===== src/rtl/smon_pkg.sv =====
package smon_pkg;
  typedef enum logic {WIN_IDLE = 1'b0, WIN_OPEN = 1'b1} win_state_e;

  function automatic int unsigned max_trans(int unsigned width, int unsigned cycles);
    return width * cycles;
  endfunction
endpackage


===== src/rtl/smon_window.sv =====
module smon_window
  import smon_pkg::*;
(
  input  logic clk_i,
  input  logic rst_ni,
  input  logic load_i,
  input  logic done_i,
  output logic open_o,
  output logic step_o,
  output logic close_o,
  output logic valid_o
);
  win_state_e state_q, state_d;
  logic       valid_q;

  assign open_o  = (state_q == WIN_OPEN);
  assign step_o  = open_o && !load_i;
  assign close_o = step_o && done_i;

  always_comb begin
    state_d = state_q;
    if (load_i)       state_d = WIN_OPEN;
    else if (close_o) state_d = WIN_IDLE;
  end

  always_ff @(posedge clk_i or negedge rst_ni) begin
    if (!rst_ni) begin
      state_q <= WIN_IDLE;
      valid_q <= 1'b0;
    end else begin
      state_q <= state_d;
      valid_q <= close_o;
    end
  end

  assign valid_o = valid_q;


  valid_pulse_chk: assert property (@(posedge clk_i) disable iff (!rst_ni)
    valid_q |=> !valid_q);


  idle_done_chk: assert property (@(posedge clk_i) disable iff (!rst_ni)
    (state_q == WIN_IDLE && !load_i) |=> !valid_q);


  load_opens_chk: assert property (@(posedge clk_i) disable iff (!rst_ni)
    load_i |=> (state_q == WIN_OPEN) && !valid_q);
endmodule


===== src/rtl/smon_hamming.sv =====
module smon_hamming #(
  parameter int unsigned WIDTH = 8,
  localparam int unsigned HD_W = $clog2(WIDTH + 1)
) (
  input  logic             clk_i,
  input  logic             rst_ni,
  input  logic             capture_i,
  input  logic [WIDTH-1:0] bus_i,
  output logic [WIDTH-1:0] diff_o,
  output logic [HD_W-1:0]  hd_o
);
  logic [WIDTH-1:0] prev_q;

  always_ff @(posedge clk_i or negedge rst_ni) begin
    if (!rst_ni)        prev_q <= '0;
    else if (capture_i) prev_q <= bus_i;
  end

  assign diff_o = bus_i ^ prev_q;

  always_comb begin
    hd_o = '0;
    for (int i = 0; i < int'(WIDTH); i++) hd_o = hd_o + HD_W'(diff_o[i]);
  end


  ref_hold_chk: assert property (@(posedge clk_i) disable iff (!rst_ni)
    !capture_i |=> $stable(prev_q));
endmodule


===== src/rtl/smon_balancer.sv =====
module smon_balancer #(
  parameter int unsigned WIDTH      = 8,
  parameter bit          BALANCE_EN = 1'b1,
  localparam int unsigned HD_W      = $clog2(WIDTH + 1)
) (
  input  logic             clk_i,
  input  logic             rst_ni,
  input  logic             step_i,
  input  logic [WIDTH-1:0] diff_i,
  input  logic [HD_W-1:0]  hd_i,
  output logic [WIDTH-1:0] dummy_o
);
  if (BALANCE_EN) begin : g_bal
    logic [WIDTH-1:0] dummy_q;

    always_ff @(posedge clk_i or negedge rst_ni) begin
      if (!rst_ni)     dummy_q <= '0;
      else if (step_i) dummy_q <= dummy_q ^ ~diff_i;
    end

    assign dummy_o = dummy_q;


    balance_chk: assert property (@(posedge clk_i) disable iff (!rst_ni)
      step_i |=> ($countones(dummy_q ^ $past(dummy_q)) + int'($past(hd_i))) == int'(WIDTH));


    dummy_hold_chk: assert property (@(posedge clk_i) disable iff (!rst_ni)
      !step_i |=> $stable(dummy_q));
  end else begin : g_nobal
    assign dummy_o = '0;
  end
endmodule


===== src/rtl/switching_monitor.sv =====
module switching_monitor
  import smon_pkg::*;
#(
  parameter int unsigned WIDTH      = 8,
  parameter int unsigned OP_CYCLES  = 11,
  parameter bit          BALANCE_EN = 1'b1,
  localparam int unsigned MAX_TRANS = max_trans(WIDTH, OP_CYCLES),
  localparam int unsigned THRESH    = MAX_TRANS / 10,
  localparam int unsigned CNT_W     = $clog2(MAX_TRANS + 1),
  localparam int unsigned HD_W      = $clog2(WIDTH + 1)
) (
  input  logic             clk_i,
  input  logic             rst_ni,
  input  logic             load_i,
  input  logic             done_i,
  input  logic [WIDTH-1:0] bus_i,
  output logic [CNT_W-1:0] total_o,
  output logic             total_valid_o,
  output logic             not_secure_o,
  output logic [WIDTH-1:0] dummy_o
);
  localparam logic [CNT_W:0] MAX_EXT    = (CNT_W+1)'(MAX_TRANS);
  localparam logic [CNT_W:0] THRESH_EXT = (CNT_W+1)'(THRESH);

  logic             win_open, step, close;
  logic [WIDTH-1:0] diff;
  logic [HD_W-1:0]  hd;
  logic [CNT_W-1:0] acc_q;
  logic [CNT_W:0]   acc_sum;
  logic [CNT_W-1:0] acc_sat;
  logic             flag_q;

  smon_window u_window (
    .clk_i   (clk_i),
    .rst_ni  (rst_ni),
    .load_i  (load_i),
    .done_i  (done_i),
    .open_o  (win_open),
    .step_o  (step),
    .close_o (close),
    .valid_o (total_valid_o)
  );

  smon_hamming #(.WIDTH(WIDTH)) u_hamming (
    .clk_i     (clk_i),
    .rst_ni    (rst_ni),
    .capture_i (load_i | step),
    .bus_i     (bus_i),
    .diff_o    (diff),
    .hd_o      (hd)
  );

  smon_balancer #(.WIDTH(WIDTH), .BALANCE_EN(BALANCE_EN)) u_balancer (
    .clk_i   (clk_i),
    .rst_ni  (rst_ni),
    .step_i  (step),
    .diff_i  (diff),
    .hd_i    (hd),
    .dummy_o (dummy_o)
  );

  assign acc_sum = {1'b0, acc_q} + (CNT_W+1)'(hd);
  assign acc_sat = (acc_sum > MAX_EXT) ? MAX_EXT[CNT_W-1:0] : acc_sum[CNT_W-1:0];

  always_ff @(posedge clk_i or negedge rst_ni) begin
    if (!rst_ni) begin
      acc_q  <= '0;
      flag_q <= 1'b0;
    end else begin
      if (load_i)    acc_q <= '0;
      else if (step) acc_q <= acc_sat;
      // sticky: only reset clears it
      if (close && ({1'b0, acc_sat} >= THRESH_EXT)) flag_q <= 1'b1;
    end
  end

  assign total_o      = acc_q;
  assign not_secure_o = flag_q;


  no_overflow_chk: assert property (@(posedge clk_i) disable iff (!rst_ni)
    {1'b0, acc_q} <= MAX_EXT);


  flag_sticky_chk: assert property (@(posedge clk_i) disable iff (!rst_ni)
    not_secure_o |=> not_secure_o);


  flag_rise_chk: assert property (@(posedge clk_i) disable iff (!rst_ni)
    $rose(not_secure_o) |-> total_valid_o && ({1'b0, total_o} >= THRESH_EXT));


  total_hold_chk: assert property (@(posedge clk_i) disable iff (!rst_ni)
    (!win_open && !load_i) |=> $stable(acc_q));


  load_clear_chk: assert property (@(posedge clk_i) disable iff (!rst_ni)
    load_i |=> (acc_q == '0));
endmodule


===== config.mk =====
export PLATFORM = sky130hd
export DESIGN_NAME = switching_monitor
export DESIGN_NICKNAME = d
export VERILOG_FILES = /design/src/rtl/smon_pkg.sv /design/src/rtl/smon_window.sv /design/src/rtl/smon_hamming.sv /design/src/rtl/smon_balancer.sv /design/src/rtl/switching_monitor.sv
export SDC_FILE = /design/constraint.sdc
export NUM_CORES = 1
export LEC_CHECK = 0
export BUFFER_PORTS_ARGS = -buffer_cell sky130_fd_sc_hd__buf_2
export CAP_MARGIN = 20
export CORE_MARGIN = 4
export CORE_UTILIZATION = 55
export CTS_CLUSTER_SIZE = 14
export DETAILED_ROUTE_END_ITERATION = 10
export GPL_TIMING_DRIVEN = 0
export PLACE_DENSITY = 0.84
export SLEW_MARGIN = 10
export SYNTH_ARGS = -nofsm -noshare
export SYNTH_HDL_FRONTEND = slang
export SYNTH_HIERARCHICAL = 1
export SYNTH_SLANG_ARGS = --single-unit

===== constraint.sdc =====
create_clock -name clk_i -period 5.28 [get_ports clk_i]
set_input_delay 0.792 -clock clk_i [delete_from_list [all_inputs] [get_ports clk_i]]
set_output_delay 0.792 -clock clk_i [all_outputs]
set_load 0.1 [all_outputs]

==> flow_metrics.py <==
metrics = {
    "layout": {
        "fin_nets": 210,
        "final_cell_mix": "buf_2, dfrtp_1, inv_1, xnor2_1",
        "areaGrowthSynthToFinish_pct": 13.9,
        "drive_above_1_share_pct": 27.6,
        "layout_commonest_cell": "buf_2",
        "layoutNonFillerInstCount": 216,
        "fill_cells": 218,
        "diodes": 0,
    },
    "timing": {
        "clock_skew_ps": 11.8,
        "period_share_pct": 86.7,
        "rsz0062_at_grt": "no",
        "final_hold_viol_count": 0,
        "maxSlewViolCount": 0,
        "period_needed_ps": 4580,
        "tightest_slew_ps": 566,
        "max_clock_freq_mhz": 218,
        "setup_viol": 0,
        "slew_headroom_pct": 62.3,
        "setup_tns_ps": 0,
    },
    "setup_path": {
        "endpoint_kind": "register",
        "crit_path_max_incr_delay_ps": 510,
        "worstPathCellList": "buf_2 -> xnor2_1 -> fa_1 -> fa_1 -> inv_1 -> ha_1 -> inv_1 -> fa_1 -> inv_1 -> fa_1 -> a211oi_2 -> or2_1 -> o31ai_4 -> or2_1 -> a311oi_2",
        "crit_path_top_delay_cell": "fa_1",
        "critPathKind": "in2reg",
        "worstPathArrival_ps": 4830,
        "worstPathMaxFanout": 6,
        "r2r_end": "total_o[3]",
        "crit_path_frequent_cell": "fa_1",
        "rr_worst_depth": 14,
        "crit_required_ps": 5530,
        "r2r_start": "u_hamming/prev_q[1]",
        "critPathLaunchType": "primary input",
        "r2r_slack_ps": 840,
    },
    "logic_synthesis": {
        "syn-instance-count": 153,
        "ys_warn_count": 6,
        "syn_nets": 177,
        "synthArstFlopShare_pct": 100,
        "yosys_most_used_dff": "dfrtp_1",
        "synth_area_per_cell_um2": 10.9,
        "netlist_area_um2": 1670,
        "post_synth_num_cell_types": 38,
        "yosysSeqAreaShare_pct": 39.0,
        "synth_edf_count": 0,
        "ys_ff_latch": 26,
    },
    "floorplanning": {
        "row_count": 19,
        "die-area_um2": 3980,
        "initial_core_util_pct": 59.0,
        "die_w_um": 63.1,
        "die_h_um": 63.1,
        "pin_count": 29,
        "core_area_um2": 2830,
    },
    "cts": {
        "insertion_delay_ps": 320,
        "cts_resized": 0,
        "cts.sinks": 26,
        "cts_tree": "built",
        "post_cts_buffers": 0,
        "clk_transition_reported_paths_ps": 140,
        "hold_buffers": 0,
        "cts_buffers": 3,
        "clock_path_buffers": 2,
        "clock-root-buffer": "clkbuf_4",
        "htreeDepth": 1,
    },
    "grt": {
        "track_usage_pct": 17.7,
        "grt_pass1_vias": 1204,
        "antenna_found_initial": 0,
        "grt_pass1_wl_mm": 5.69,
        "overflow": 0,
        "grt_start_max_net_pins": 27,
    },
    "drt": {
        "wl_per_cell_um": 14.9,
        "drc": 0,
        "firstDrtPassIters": 4,
        "wirelength_mm": 3.21,
        "postRouteAntennaNets": 0,
        "vias": 1184,
        "vias_per_cell": 5.48,
        "drtIter0Drc": 28,
    },
    "placement": {
        "dp_hpwl_mm": 2.57,
        "place.gp.congestion": 0.755,
        "dp.cells": 212,
        "io_buffers": 28,
    },
    "job": {
        "cap_violations": 0,
    },
    "run_status": {
        "status": "completed",
    },
    "min_path": {
        "hold_path_class": "in2async",
    },
}
-- final cells by class --
cell class / instances / area (um^2) / area share, %
clock inverters: 1 / 30.0 / 1.58
repair buffers: 28 / 140 / 7.38
plain buffers: 2 / 22.5 / 1.19
clock buffers: 3 / 22.5 / 1.19
flip-flops and latches: 26 / 651 / 34.3
well taps: 31 / 38.8 / 2.04
inverters: 19 / 71.3 / 3.75
multi-input cells: 106 / 923 / 48.6
-- per-stage QoR --
step                      setup slack [ps]  hold WS, ps  instance area (um^2)  util [%]
after CTS                              749          450                  1900      67.1
after global routing                   545          463                  1900      67.1
after floorplan                        912          450                  1670         -
after global placement                 560          434                  1850      65.3
final                                  700          435                  1900      67.1
after detailed placement               411          446                  1850      65.3
-- cells by family after synthesis --
group | Yosys count | synth area share (%)
AO/OA/AOI/OAI | 25 | 12.8
XOR/XNOR | 20 | 10.5
adder cells (fa/ha/maj) | 12 | 11.3
buffers and inverters | 21 | 5.63
flip-flops | 26 | 39.0
multiplexers | 10 | 8.48
AND/OR/NAND/NOR | 39 | 12.3
-- per-layer routing --
layer | global-route usage, % | share of wire [%] | up-vias
met5 | 0 | 0 | -
met4 | 3.58 | 1.1 | 0
met3 | 4.80 | 5.7 | 4
met2 | 29.4 | 49 | 30
met1 | 23.1 | 44 | 578
li1 | - | - | 572
-- how the worst max path moves through the flow --
stage               startpoint         end  slack, ps  cells after the start
floorplan             bus_i[6]  total_o[3]        910                     14
global placement      bus_i[3]  total_o[3]        560                     15
detailed placement    bus_i[3]  total_o[3]        410                     15
CTS                   bus_i[3]  total_o[3]        750                     15
global route          bus_i[1]  total_o[3]        550                     15
finish                bus_i[1]  total_o[3]        700                     15
-- worst max-delay path, delay by kind of cell --
family,cells,cell delay (ps)
fa+ha+maj,5,2030
compound gates,3,800
simple gates,2,550
xor+xnor,1,330
buf+inv,4,320
-- cells in the mapped netlist (all sizes together), types with 3 or more instances --
library cell  instances  area, um^2
o21ai                 5        25.0
nand2b                8        50.1
nor2                  9        33.8
dfrtp                26         651
xnor2                17         149
mux2                  9         131
a21oi                 4        20.0
a211oi                3        27.5
o31ai                 3        41.3
inv                  19        71.3
nor2b                 4        32.5
xor2                  3        26.3
ha                    7        87.6
nand2                 9        33.8
fa                    5         100
-- sequential cells by signal (all words and copies together), names as in the netlist --
signal / count
u_hamming/prev_q: 8
not_secure_o: 1
u_window/open_o: 1
total_o: 7
u_balancer/dummy_o: 8
u_window/valid_o: 1
Power is left out: the tool's default activity adds up to more than one toggle a clock period on the data nets, which glitch-free logic cannot reach.
